### src/rtl/fxd_pkg.sv
package fxd_pkg;

  localparam int CODE_MAX_W = 9;
  localparam int SYM_W      = 9;
  localparam int LEN_W      = 4;
  localparam int OFS_W      = 10;
  localparam int PFX_W      = 5;

  // One prefix entry: code length and two's-complement offset
  typedef struct packed {
    logic [LEN_W-1:0] len;
    logic [OFS_W-1:0] ofs;
  } fxd_entry_t;

  // Build the entry for one 5-bit prefix value
  function automatic fxd_entry_t fxd_entry(input int pfx);
    fxd_entry_t e;
    if (pfx < 6) begin
      e.len = LEN_W'(7);
      e.ofs = OFS_W'(256);
    end else if (pfx < 24) begin
      e.len = LEN_W'(8);
      e.ofs = OFS_W'(-48);
    end else if (pfx == 24) begin
      e.len = LEN_W'(8);
      e.ofs = OFS_W'(88);
    end else begin
      e.len = LEN_W'(9);
      e.ofs = OFS_W'(-256);
    end
    return e;
  endfunction

endpackage

### src/rtl/fxd_prefix_rom.sv
module fxd_prefix_rom
  import fxd_pkg::*;
#(
  parameter int IDX_W = PFX_W
) (
  input  logic [IDX_W-1:0] idx,
  output fxd_entry_t       ent
);

  localparam int ENTRIES = 1 << IDX_W;

  fxd_entry_t tbl [ENTRIES];

  // Table contents are computed per prefix, not written out
  for (genvar g = 0; g < ENTRIES; g++) begin : g_ent
    assign tbl[g] = fxd_entry(g << (PFX_W - IDX_W));
  end

  assign ent = tbl[idx];

endmodule

### src/rtl/fxd_sym_build.sv
module fxd_sym_build
  import fxd_pkg::*;
(
  input  logic [CODE_MAX_W-1:0] code9,
  input  fxd_entry_t            ent,
  output logic [SYM_W-1:0]      sym,
  output logic                  bad
);

  logic [OFS_W-1:0] base;
  logic [OFS_W-1:0] sum;

  // Read the code value at the length the prefix selected
  always_comb begin
    unique case (ent.len)
      LEN_W'(7): base = OFS_W'(code9[CODE_MAX_W-1:2]);
      LEN_W'(8): base = OFS_W'(code9[CODE_MAX_W-1:1]);
      default:   base = OFS_W'(code9);
    endcase
  end

  assign sum = base + ent.ofs;
  assign sym = sum[SYM_W-1:0];

  // Unused symbols 286/287 are found from the code bits themselves
  assign bad = (code9[CODE_MAX_W-1:2] == 7'b1100011);

endmodule

### src/rtl/fxd_out_stage.sv
module fxd_out_stage #(
  parameter int  W       = 14,
  parameter bit  REG_OUT = 1'b1
) (
  input  logic         clk,
  input  logic         rst,
  input  logic         d_valid,
  input  logic [W-1:0] d,
  output logic         q_valid,
  output logic [W-1:0] q
);

  if (REG_OUT) begin : g_reg
    always_ff @(posedge clk) begin
      if (rst) begin
        q_valid <= 1'b0;
        q       <= '0;
      end else begin
        q_valid <= d_valid;
        if (d_valid) q <= d;
      end
    end

    assert_valid_follows_R7: assert property (@(posedge clk) disable iff (rst)
      d_valid |=> q_valid);
    assert_hold_when_idle_R7: assert property (@(posedge clk) disable iff (rst)
      !d_valid |=> (!q_valid && $stable(q)));
    assert_reset_clears_R8: assert property (@(posedge clk)
      $past(rst) |-> (!q_valid && q == '0));
  end else begin : g_comb
    assign q_valid = d_valid;
    assign q       = d;
  end

endmodule

### src/rtl/fxd_litlen_decoder.sv
module fxd_litlen_decoder
  import fxd_pkg::*;
#(
  parameter int WIN_W   = 16,
  parameter bit REG_OUT = 1'b1
) (
  input  logic             clk,
  input  logic             rst,
  input  logic             in_valid,
  input  logic [WIN_W-1:0] win,
  output logic             out_valid,
  output logic [SYM_W-1:0] out_sym,
  output logic [LEN_W-1:0] out_len,
  output logic             out_bad
);

  localparam int DATA_W = SYM_W + LEN_W + 1;

  logic [CODE_MAX_W-1:0] code9;
  fxd_entry_t            ent;
  logic [SYM_W-1:0]      sym_c;
  logic                  bad_c;
  logic [DATA_W-1:0]     q;

  // Window bit 0 is the code MSB: reverse the leading nine bits
  for (genvar i = 0; i < CODE_MAX_W; i++) begin : g_rev
    assign code9[CODE_MAX_W-1-i] = win[i];
  end

  fxd_prefix_rom #(.IDX_W(PFX_W)) u_rom (
    .idx (code9[CODE_MAX_W-1 -: PFX_W]),
    .ent (ent)
  );

  fxd_sym_build u_build (
    .code9 (code9),
    .ent   (ent),
    .sym   (sym_c),
    .bad   (bad_c)
  );

  fxd_out_stage #(.W(DATA_W), .REG_OUT(REG_OUT)) u_out (
    .clk     (clk),
    .rst     (rst),
    .d_valid (in_valid),
    .d       ({sym_c, ent.len, bad_c}),
    .q_valid (out_valid),
    .q       (q)
  );

  assign {out_sym, out_len, out_bad} = q;

  // Length class and symbol range must agree
  assert_len_legal_R2: assert property (@(posedge clk) disable iff (rst)
    out_valid |-> (out_len == 4'd7 || out_len == 4'd8 || out_len == 4'd9));
  assert_len7_range_R2: assert property (@(posedge clk) disable iff (rst)
    (out_valid && out_len == 4'd7) |-> (out_sym >= 9'd256 && out_sym <= 9'd279));
  assert_len8_range_R3: assert property (@(posedge clk) disable iff (rst)
    (out_valid && out_len == 4'd8) |-> (out_sym <= 9'd143 || out_sym >= 9'd280));
  assert_len9_range_R5: assert property (@(posedge clk) disable iff (rst)
    (out_valid && out_len == 4'd9) |-> (out_sym >= 9'd144 && out_sym <= 9'd255));
  assert_bad_matches_sym_R6: assert property (@(posedge clk) disable iff (rst)
    out_valid |-> (out_bad == (out_sym >= 9'd286)));

endmodule

### config.mk
export PLATFORM = sky130hd
export DESIGN_NAME = fxd_litlen_decoder
export DESIGN_NICKNAME = d
export VERILOG_FILES = /design/src/rtl/fxd_pkg.sv /design/src/rtl/fxd_prefix_rom.sv /design/src/rtl/fxd_sym_build.sv /design/src/rtl/fxd_out_stage.sv /design/src/rtl/fxd_litlen_decoder.sv
export SDC_FILE = /design/constraint.sdc
export NUM_CORES = 1
export LEC_CHECK = 0
export ABC_CLOCK_PERIOD_IN_PS = 7850
export BUFFER_PORTS_ARGS = -buffer_cell sky130_fd_sc_hd__buf_4
export CORE_MARGIN = 5
export CORE_UTILIZATION = 50
export DETAILED_ROUTE_END_ITERATION = 12
export GPL_ROUTABILITY_DRIVEN = 0
export PLACE_DENSITY = 0.77
export SETUP_SLACK_MARGIN = 0.05
export SLEW_MARGIN = 40
export SYNTH_ARGS = -nofsm -noshare
export SYNTH_HDL_FRONTEND = slang
export SYNTH_HIERARCHICAL = 1
export SYNTH_SLANG_ARGS = --single-unit
### constraint.sdc
create_clock -name clk -period 7.85 [get_ports clk]
set_input_delay 0.785 -clock clk [delete_from_list [all_inputs] [get_ports clk]]
set_output_delay 0.785 -clock clk [all_outputs]
set_load 0.02 [all_outputs]
==> impl_metrics.ini <==
[timing]
period_share_pct = 47.58
worst_slew_pin_slew_ns = 0.5559
fmax_mhz = 267.7
rsz0062_at_grt = no
setup_slack_ns = 4.115
setup_viol = 0
finalSetupTns_ns = 0
hold_viol_final = 0
finClkSkew_ns = 0
slew_violations = 0
maxSlewHeadroom_pct = 62.78
period_minus_slack_ns = 3.735

[die]
dieArea_sq_mm = 0.003410
initial_utilization_pct = 52.44
die_y_microns = 58.40
ioPinCount = 34
fp-row-count = 17
core-area_sq_mm = 0.002233
die_width_microns = 58.40

[clock_network]
clk_pin_slew_ns = 0.09
tritoncts = yes
ctsResizeCount = 0
htreeDepth = 1
cts_buffers = 3
cts_hold_buf = 0
clock_sinks = 15
insertion_delay_ns = 0.28
post_cts_buffers = 0
cts.path.max_buffers = 2
cts-root-buf = clkbuf_4

[final_layout]
multi_input_comb_area_sq_um = 777.0
area.growth.synth_to_final_pct = 15.60
num_antenna_cells = 0
fill_cells = 216
drive_gt1_share_pct = 24.05
final_nets = 187
ff_latch_area_sq_um = 300.3
stdcell_count = 186

[worst_setup_path]
critPathCaptureType = flop
startpoint_type = primary input
cp.required_ns = 8.03
cp_data_arrival_time_ns = 3.91
path_class = primary input to flop
crit_fanout = 9

[logic_synthesis]
synth_area_per_cell_sq_um = 8.675
netlist_instances = 135
syn_area_sq_mm = 0.001171
yosys_warnings = 6

[routing]
drc = 0
vias = 968
via_per_inst = 5.204
firstDrtPassIters = 4
drtIter0Drc = 35
ant_nets = 0
wl_microns = 2167
wl_per_cell_microns = 11.65

[global_routing]
grt_pass1_wl_microns = 3532
groute.usage.overall_pct = 12.99
grt-ovfl-total = 0
grt_pass1_vias = 875
grt_max_degree = 16
antenna_found_initial = 0

[placement]
preCtsSetupSlack_ns = 3.845
dp_hpwl_microns = 1851
port_buffers = 26
placedCellCount = 182

[job]
cap_violations = 0

[power_and_ir_drop]
powerDensity_mw_per_mm2 = 173.0
leakage_uw = 0.0006659
irDropWorstVdd_mv = 0.1928

[min_path]
worstHoldPathType = flop to flop

[status]
status = finished, final reports clean
critical path, stage by stage:
cell and delay, ns:
buf_4 0.14, a211oi_4 0.48, inv_2 0.13, o21ai_0 0.24, and4b_1 0.49, nor2_4 0.12
nand2_1 0.10, nand2_1 0.06, ha_1 0.33, a21o_1 0.20, a221o_1 0.35, a21oi_1 0.19
xnor2_1 0.08, mux2i_1 0.15, nor2_1 0.05
sequential cells by signal (all words and copies together), names as in the netlist:
register	flops
u_out/q_valid	1
u_out/q	14
layout make-up:
type / count / area share (%)
Multi-Input combinational cell: 108 / 57.39
Sequential cell: 15 / 22.18
Timing Repair Buffer: 26 / 14.42
Tap cell: 28 / 2.588
Clock buffer: 3 / 1.664
Inverter: 5 / 1.386
Clock inverter: 1 / 0.3697
where the power goes:
part,internal (uW),switching (uW),total (uW)
combinational,47.4,56.3,104
clock,18.9,23.1,42.0
sequential,84.5,3.98,88.4
worst paths after layout:
kind               startpoint          end  slack, ns  cells after the start
hold / removal     u_out/q[9]   u_out/q[9]       0.50                      2
setup / recovery       win[2]  u_out/q[12]       4.11                     15
hold reg to reg    u_out/q[9]   u_out/q[9]       0.50                      2
setup reg to reg  u_out/q[11]  u_out/q[11]       7.23                      2
layer usage:
| layer | vias up | routed length, microns | GRT usage [%] |
|---|---|---|---|
| met5 | - | 0 | 0 |
| met4 | 0 | 11 | 1.987 |
| met3 | 2 | 143 | 4.605 |
| met2 | 21 | 1149 | 23.92 |
| met1 | 438 | 863 | 14.46 |
| li1 | 507 | - | - |
placed cells by master (no fill, tap or decap), drive strengths merged, types with 3 or more instances in the layout:
cell / instances
buf: 26
nor2: 19
nand2: 18
dfxtp: 15
mux2i: 14
ha: 8
a22oi: 7
inv: 5
a21oi: 4
xnor2: 4
conb: 4
o21ai: 4
clkbuf: 3
nor2b: 3
xor2: 3
a211oi: 3
through the flow:
step	util, %	power, uW	cell area (sq um)	hold slack [ns]
6_report	60.62	234.1	1354	0.5006
3_3_place_gp	59.38	190.3	1326	0.4729
2_1_floorplan	-	166.4	1182	0.5788
3_5_place_dp	59.38	193.8	1326	0.4881
4_1_cts	60.62	236.6	1354	0.5089
5_1_grt	60.62	252.9	1354	0.5449
Power figures use the tool's default switching activity.
